--- src/rtl/mdio_eng_pkg.sv ---
package mdio_eng_pkg;
  localparam int FRAME_BITS = 64;
  localparam int TA_FIRST   = 46;   // first turnaround bit index
  localparam int DATA_FIRST = 48;   // first data bit index
  localparam int START_POS  = 20;

  typedef enum logic [1:0] {
    OP_RSV0  = 2'b00,
    OP_WRITE = 2'b01,
    OP_READ  = 2'b10,
    OP_RSV3  = 2'b11
  } mgmt_op_e;

  function automatic logic [FRAME_BITS-1:0] build_frame(
    input mgmt_op_e    op,
    input logic [4:0]  phy,
    input logic [4:0]  regn,
    input logic [15:0] wdat
  );
    logic [1:0]  ta;
    logic [15:0] body;
    ta   = (op == OP_READ) ? 2'b11 : 2'b10;
    body = (op == OP_READ) ? 16'hFFFF : wdat;
    return {32'hFFFF_FFFF, 2'b01, op, phy, regn, ta, body};
  endfunction
endpackage

--- src/rtl/mdio_mdc_gen.sv ---
module mdio_mdc_gen #(
  parameter int DIV = 8
) (
  input  logic clk,
  input  logic rst,
  input  logic run,
  output logic rise_tick,
  output logic fall_tick,
  output logic mdc
);
  localparam int CW   = (DIV > 2) ? $clog2(DIV) : 1;
  localparam int HALF = DIV / 2;

  logic [CW-1:0] cnt;

  always_ff @(posedge clk) begin
    if (rst || !run)              cnt <= '0;
    else if (cnt == CW'(DIV - 1)) cnt <= '0;
    else                          cnt <= cnt + 1'b1;
  end

  assign rise_tick = run && (cnt == CW'(HALF - 1));
  assign fall_tick = run && (cnt == CW'(DIV - 1));

  always_ff @(posedge clk) begin
    if (rst || !run)    mdc <= 1'b0;
    else if (rise_tick) mdc <= 1'b1;
    else if (fall_tick) mdc <= 1'b0;
  end

  // MDC only rises on a scheduled rising point
  a_r7_mdc_rise_on_tick: assert property (@(posedge clk) disable iff (rst)
    $rose(mdc) |-> $past(rise_tick));
  // MDC parks low once the engine stops
  a_r7_mdc_idle_low: assert property (@(posedge clk) disable iff (rst)
    !run |=> !mdc);
endmodule

--- src/rtl/mdio_frame_seq.sv ---
module mdio_frame_seq
  import mdio_eng_pkg::*;
(
  input  logic                  clk,
  input  logic                  rst,
  input  logic                  launch,
  input  logic                  is_read_in,
  input  logic [FRAME_BITS-1:0] frame_in,
  input  logic                  rise_tick,
  input  logic                  fall_tick,
  input  logic                  mdio_i,
  output logic                  mdio_o,
  output logic                  mdio_oe,
  output logic                  done,
  output logic [15:0]           rd_word
);
  localparam int CW = $clog2(FRAME_BITS);

  logic                  active;
  logic                  rd_mode;
  logic [CW-1:0]         bit_idx;
  logic [CW-1:0]         next_idx;
  logic [FRAME_BITS-1:0] shreg;

  assign next_idx = bit_idx + 1'b1;
  assign done     = active && fall_tick && (bit_idx == CW'(FRAME_BITS - 1));

  always_ff @(posedge clk) begin
    if (rst) begin
      active  <= 1'b0;
      rd_mode <= 1'b0;
      bit_idx <= '0;
      shreg   <= '0;
      mdio_o  <= 1'b0;
      mdio_oe <= 1'b0;
      rd_word <= '0;
    end else if (launch) begin
      active  <= 1'b1;
      rd_mode <= is_read_in;
      bit_idx <= '0;
      mdio_o  <= frame_in[FRAME_BITS-1];
      shreg   <= frame_in << 1;
      mdio_oe <= 1'b1;
    end else if (active) begin
      if (rise_tick && rd_mode && (bit_idx >= CW'(DATA_FIRST)))
        rd_word <= {rd_word[14:0], mdio_i};
      if (done) begin
        active  <= 1'b0;
        mdio_o  <= 1'b0;
        mdio_oe <= 1'b0;
      end else if (fall_tick) begin
        bit_idx <= next_idx;
        mdio_o  <= shreg[FRAME_BITS-1];
        shreg   <= shreg << 1;
        mdio_oe <= !(rd_mode && (next_idx >= CW'(TA_FIRST)));
      end
    end
  end

  // line released through turnaround and data of a read
  a_r3_read_released: assert property (@(posedge clk) disable iff (rst)
    (active && rd_mode && bit_idx >= CW'(TA_FIRST)) |-> !mdio_oe);
  // a write keeps the line driven for the whole frame
  a_r2_write_driven: assert property (@(posedge clk) disable iff (rst)
    (active && !rd_mode) |-> mdio_oe);
  // output bit holds between falling points
  a_r7_bit_holds: assert property (@(posedge clk) disable iff (rst)
    (active && $past(active) && !$past(fall_tick)) |-> $stable(mdio_o));
endmodule

--- src/rtl/mdio_cmd_engine.sv ---
module mdio_cmd_engine
  import mdio_eng_pkg::*;
#(
  parameter int ADDR_W   = 12,
  parameter int CMD_ADDR = 'h200,
  parameter int MDC_DIV  = 8
) (
  input  logic              clk,
  input  logic              rst,
  input  logic              bus_wr,
  input  logic [ADDR_W-1:0] bus_addr,
  input  logic [31:0]       bus_wdata,
  output logic [31:0]       bus_rdata,
  output logic              mdc_o,
  output logic              mdio_o,
  output logic              mdio_oe_o,
  input  logic              mdio_i
);
  localparam logic [ADDR_W-1:0] CMD_A = ADDR_W'(CMD_ADDR);
  localparam logic [ADDR_W-1:0] DAT_A = ADDR_W'(CMD_ADDR + 1);

  logic        start_q;
  mgmt_op_e    op_q;
  logic [4:0]  phy_q, reg_q;
  logic [31:0] data_q;
  logic [31:0] cmd_view;

  logic     hit_cmd, hit_dat, op_ok, launch;
  mgmt_op_e new_op;
  logic     rise_tick, fall_tick, seq_done;
  logic [15:0] rd_word;
  logic [FRAME_BITS-1:0] frame;

  assign new_op  = mgmt_op_e'(bus_wdata[17:16]);
  assign hit_cmd = bus_wr && (bus_addr == CMD_A) && !start_q;
  assign hit_dat = bus_wr && (bus_addr == DAT_A) && !start_q;
  assign op_ok   = (new_op == OP_WRITE) || (new_op == OP_READ);
  assign launch  = hit_cmd && bus_wdata[START_POS] && op_ok;
  assign frame   = build_frame(new_op, bus_wdata[12:8], bus_wdata[4:0], data_q[15:0]);

  assign cmd_view = {11'b0, start_q, 2'b0, op_q, 3'b0, phy_q, 3'b0, reg_q};

  always_ff @(posedge clk) begin
    if (rst) begin
      start_q   <= 1'b0;
      op_q      <= OP_RSV0;
      phy_q     <= '0;
      reg_q     <= '0;
      data_q    <= '0;
      bus_rdata <= '0;
    end else begin
      if (hit_cmd) begin
        op_q    <= new_op;
        phy_q   <= bus_wdata[12:8];
        reg_q   <= bus_wdata[4:0];
        start_q <= launch;
      end else if (seq_done) begin
        start_q <= 1'b0;
      end
      if (hit_dat)
        data_q <= bus_wdata;
      else if (seq_done && op_q == OP_READ)
        data_q[31:16] <= rd_word;
      bus_rdata <= (bus_addr == DAT_A) ? data_q : cmd_view;
    end
  end

  mdio_mdc_gen #(.DIV(MDC_DIV)) u_mdc (
    .clk(clk), .rst(rst), .run(start_q),
    .rise_tick(rise_tick), .fall_tick(fall_tick), .mdc(mdc_o)
  );

  mdio_frame_seq u_seq (
    .clk(clk), .rst(rst), .launch(launch), .is_read_in(new_op == OP_READ),
    .frame_in(frame), .rise_tick(rise_tick), .fall_tick(fall_tick),
    .mdio_i(mdio_i), .mdio_o(mdio_o), .mdio_oe(mdio_oe_o),
    .done(seq_done), .rd_word(rd_word)
  );

  // reserved access code never leaves the start flag set
  a_r6_reserved_dropped: assert property (@(posedge clk) disable iff (rst)
    (hit_cmd && bus_wdata[START_POS] && !op_ok) |=> !start_q);
  // start flag holds until the sequencer reports completion
  a_r5_start_holds: assert property (@(posedge clk) disable iff (rst)
    (start_q && !seq_done) |=> start_q);
  // no clock and no drive while idle
  a_r7_idle_quiet: assert property (@(posedge clk) disable iff (rst)
    !start_q |-> (!mdio_oe_o && !mdc_o));
  // command fields frozen during a transaction
  a_r8_busy_frozen: assert property (@(posedge clk) disable iff (rst)
    (start_q && bus_wr) |=> (op_q == $past(op_q) && phy_q == $past(phy_q)));
endmodule

--- config.mk ---
export PLATFORM = sky130hd
export DESIGN_NAME = mdio_cmd_engine
export DESIGN_NICKNAME = d
export VERILOG_FILES = /design/src/rtl/mdio_eng_pkg.sv /design/src/rtl/mdio_mdc_gen.sv /design/src/rtl/mdio_frame_seq.sv /design/src/rtl/mdio_cmd_engine.sv
export SDC_FILE = /design/constraint.sdc
export NUM_CORES = 1
export LEC_CHECK = 0
export CAP_MARGIN = 10
export CORE_ASPECT_RATIO = 1.75
export CORE_MARGIN = 2
export CORE_UTILIZATION = 45
export CTS_BUF_LIST = sky130_fd_sc_hd__clkbuf_16
export DETAILED_ROUTE_END_ITERATION = 16
export MAX_ROUTING_LAYER = met4
export PLACE_DENSITY_LB_ADDON = 0.2
export SETUP_SLACK_MARGIN = 0.15
export SYNTH_ARGS = -nofsm -noshare
export SYNTH_HDL_FRONTEND = slang
export SYNTH_HIERARCHICAL = 1
export SYNTH_SLANG_ARGS = --single-unit
--- constraint.sdc ---
create_clock -name clk -period 3 [get_ports clk]
set_input_delay 0.3 -clock clk [delete_from_list [all_inputs] [get_ports clk]]
set_output_delay 0.3 -clock clk [all_outputs]
set_load 0.005 [all_outputs]
==> out/qor_table.md <==
| Quantity | This run | Unit |
|---|---|---|
| Async set-reset flop share out of synthesis | 0 | % |
| Final cycle utilization of the critical path | 75.6 | % |
| Maximum number of pins on one net before global-route repair | 93 | - |
| Data required time of the critical path | 3.31 | ns |
| Post-detail-place hpwl | 12,500 | um |
| Maximum vdd ir drop | 0.000346 | V |
| Max-slew violation count | 0 | - |
| Worst setup skew after layout | 0.0118 | ns |
| Sequential fraction of the synthesis area | 42.3 | % |
| Post-synthesis cell type with the largest combined area | sky130_fd_sc_hd__dfxtp_1 | - |
| Dominant cell by count in the synthesized netlist | sky130_fd_sc_hd__dfxtp_1 | - |
| Hold-fix buffer count after cts | 0 | - |
| Global router's overall resource usage | 20.0 | % |
| Layout cells sized above 1 | 15.8 | % |
| Largest cells by area after synthesis | sky130_fd_sc_hd__dfxtp_1 42%, sky130_fd_sc_hd__a2111oi_2 12%, sky130_fd_sc_hd__mux2i_1 9.1% | - |
| Max-capacitance violation count | 0 | - |
| Number of instances resized during post-cts repair | 0 | - |
| Worst slew pin tran | 0.560 | ns |
| Number of antenna violations at the first check in global routing | 0 | - |
| Placed Cells incl. Taps | 1,104 | - |
| Via count of the first global-routing pass | 6,192 | - |
| Y dimension of the die | 181 | um |
| First-pass GRT wire length | 30,200 | um |
| Post-synth cell types | 49 | - |
| Cell chain of the critical path | ha_1, ha_1, and2_2, nand2_1, a31oi_4, buf_12, nor3_1, a2111oi_2 | - |
| Buffer cell driving the clock tree root | sky130_fd_sc_hd__clkbuf_16 | - |
| FF/Latch Area | 3400 | um^2 |
| Delay of the slowest cell on the worst path | 0.34 | ns |
| I/O pin count | 83 | - |
| GRT overflow | 0 | - |
| Maximum clock rate | 441 | MHz |
| Sum of routed wire length over all layers | 18,200 | um |
| Nets@finish | 946 | - |
| Antenna Nets Post-Route | 0 | - |
| Detail-routed via count per cell | 5.38 | - |
| Cell Count, Final, Fillers Out | 1,136 | - |
| Worst slack after detailed placement | 0.336 | ns |
| Final Hold Viols | 0 | - |
| Worst slew slack as a fraction of its limit | 62.7 | % |
| X dimension of the die | 105 | um |
| Number of port buffers | 82 | - |
| Total leakage power | 3.55 | nW |
| Post-synthesis cell count | 808 | - |
| Post-CTS Setup Inserts | 0 | - |
| Path type of the worst setup path | reg2reg | - |
| # diodes | 0 | - |
| DRC | 0 | - |
| Status | complete, no violations | - |
| Crit path setup slack, layout | 0.733 | ns |
| Worst hold path type | in2reg | - |
| Pwr/cell area | 481 | nW/um^2 |
| Share of the synthesized area in the top cell type | 42.3 | % |
| Fillers | 1,548 | - |
| Worst-skew pair later-pin latency | 0.42 | ns |
| Element type at the critical path end | flop | - |
| Finished Core Util | 55.7 | % |
| Routed len/inst | 16.0 | um |
| First-pass detailed-route iteration total | 4 | - |
| Post-synthesis area per instance | 9.96 | um^2 |
| DR vias | 6,106 | - |
| Yosys warning total | 6 | - |
| Synth Register Bits | 170 | - |
| Slowest CP cell | sky130_fd_sc_hd__buf_12 | - |
| Sink Count | 170 | - |
| Number of CTS-inserted buffers | 17 | - |
| Netlist area before placement | 8050 | um^2 |
| # H-tree levels | 4 | - |
| Post-route setup TNS | 0 | ns |
| Synth cell count leaders | 170 x sky130_fd_sc_hd__dfxtp_1, 84 x sky130_fd_sc_hd__nor2_1, 73 x sky130_fd_sc_hd__mux2i_1 | - |
| Worst Path Arrival | 2.58 | ns |
| Total core area | 17,500 | um^2 |
| Footprint of the multi-input gates | 4380 | um^2 |
| CP Launch Type | flop | - |
| EDFF count, synth | 0 | - |
| Primary FF master, synth | sky130_fd_sc_hd__dfxtp_1 | - |
| Max clock buf depth | 2 | - |
| TritonCTS clock tree | yes | - |
| Starting utilization of the core area | 45.9 | % |
| Most prevalent standard cell on the critical path | sky130_fd_sc_hd__ha_1 | - |
| Unrepaired setup endpoints after global routing | false | - |
| Routability Congestion | 0.798 | - |
| Clock transition at the register clock pins on the worst setup and hold paths after CTS | 0.07 | ns |
| Row Count | 64 | - |
| Synthesis-to-finish area growth | 21.4 | % |
| 1st-iter DRT viols | 237 | - |
| Number of setup violations in the final report | 0 | - |
| Crit path max fanout | 67 | - |
| Die Area | 19,000 | um^2 |
| Post-layout minimum cycle time | 2.27 | ns |
registers in the layout, indices dropped and copies added, names as in the netlist, 2 cells and up:
signal	count
bus_rdata	32
data_q	32
op_q	2
phy_q	5
reg_q	5
u_mdc/cnt	3
u_seq/bit_idx	6
u_seq/rd_word	16
u_seq/shreg	63
power breakdown:
| group | internal, W | total (W) | switching [W] |
|---|---|---|---|
| sequential | 0.00226 | 0.00226 | 0.0000000729 |
| combinational | 0.000109 | 0.000215 | 0.000106 |
| clock | 0.00131 | 0.00223 | 0.000922 |
| total | 0.00368 | 0.00470 | 0.00103 |
worst max-delay path: cells and delay by family, from the launching register on:
family	cells	cell delay [ns]
compound gates	2	0.62
simple gates	3	0.44
fa+ha+maj	2	0.37
buf+inv	1	0.34
flops	1	0.33
path summary, 6_finish.rpt:
path	from	end	slack [ns]	cells past startpoint
setup / recovery	u_mdc/cnt[0]$_SDFF_PP0_	u_seq/shreg[11]$_SDFFE_PP0P_	0.73	8
hold / removal	rst	u_seq/rd_word[7]$_SDFFE_PP0P_	0.33	2
setup reg to reg	u_mdc/cnt[0]$_SDFF_PP0_	u_seq/shreg[11]$_SDFFE_PP0P_	0.73	8
hold reg to reg	u_mdc/cnt[0]$_SDFF_PP0_	u_mdc/cnt[0]$_SDFF_PP0_	0.42	1
layer usage:
metal	track usage, %	share of wire (%)	up-vias
li1	-	-	3027
met1	22.7	42	2937
met2	35.3	53	113
met3	3.39	2.6	29
met4	6.51	1.9	0
met5	-	0	-
area by class of cell:
cell class                      count  share of cell area [%]
Tap cell                          231                    2.96
Clock inverter                     15                    1.77
Clock buffer                       17                    4.35
Timing Repair Buffer              105                    10.9
Multi-Input combinational cell    589                    44.8
Sequential cell                   170                    34.8
Inverter                            9                   0.346
cells in the final DEF (no fill, tap or decap), types with 3 or more instances in the layout:
| cell | Yosys | routed |
|---|---|---|
| sky130_fd_sc_hd__dfxtp_1 | 170 | 170 |
| sky130_fd_sc_hd__clkinv_1 | 0 | 3 |
| sky130_fd_sc_hd__buf_12 | 0 | 6 |
| sky130_fd_sc_hd__and2_1 | 22 | 22 |
| sky130_fd_sc_hd__conb_1 | 2 | 35 |
| sky130_fd_sc_hd__or2_2 | 16 | 16 |
| sky130_fd_sc_hd__nand2b_1 | 52 | 52 |
| sky130_fd_sc_hd__nor3_1 | 65 | 65 |
| sky130_fd_sc_hd__nand2_1 | 5 | 5 |
| sky130_fd_sc_hd__nor3b_1 | 5 | 5 |
| sky130_fd_sc_hd__nor2_1 | 84 | 84 |
| sky130_fd_sc_hd__bufinv_16 | 0 | 3 |
| sky130_fd_sc_hd__clkdlybuf4s50_1 | 0 | 81 |
| sky130_fd_sc_hd__inv_1 | 9 | 10 |
| sky130_fd_sc_hd__a21oi_1 | 23 | 23 |
| sky130_fd_sc_hd__nor2b_1 | 64 | 64 |
| sky130_fd_sc_hd__o21ai_0 | 5 | 5 |
| sky130_fd_sc_hd__buf_4 | 8 | 18 |
| sky130_fd_sc_hd__nor4bb_1 | 16 | 16 |
| sky130_fd_sc_hd__mux2i_1 | 73 | 73 |
| sky130_fd_sc_hd__a211oi_1 | 3 | 3 |
| sky130_fd_sc_hd__ha_1 | 6 | 6 |
| sky130_fd_sc_hd__inv_6 | 0 | 4 |
| sky130_fd_sc_hd__clkbuf_16 | 0 | 17 |
| sky130_fd_sc_hd__a41o_1 | 17 | 17 |
| sky130_fd_sc_hd__a31oi_1 | 3 | 3 |
| sky130_fd_sc_hd__a2111oi_2 | 62 | 62 |
| sky130_fd_sc_hd__nand3_1 | 3 | 3 |
stage by stage:
stage	total power, W	hold WS (ns)	area [um^2]
detailed placement	0.00252	0.417	9180
global route	0.00485	0.355	9770
CTS	0.00475	0.326	9770
floorplan	0.00241	0.399	8170
finish	0.00470	0.333	9770
global placement	0.00252	0.406	9180
kinds of logic (layout without fill, tap and decap cells):
kind of cell | Yosys count | after routing | share of synthesized area (%)
mux | 73 | 73 | 9.08
simple gates | 355 | 355 | 25.9
buf+inv | 82 | 146 | 4.86
xor+xnor | 1 | 1 | 0.109
fa+ha+maj | 6 | 6 | 0.933
compound gates | 119 | 119 | 16.7
other cells | 2 | 35 | 0.0933
flops | 170 | 170 | 42.3
(Power assumes the default switching activity.)
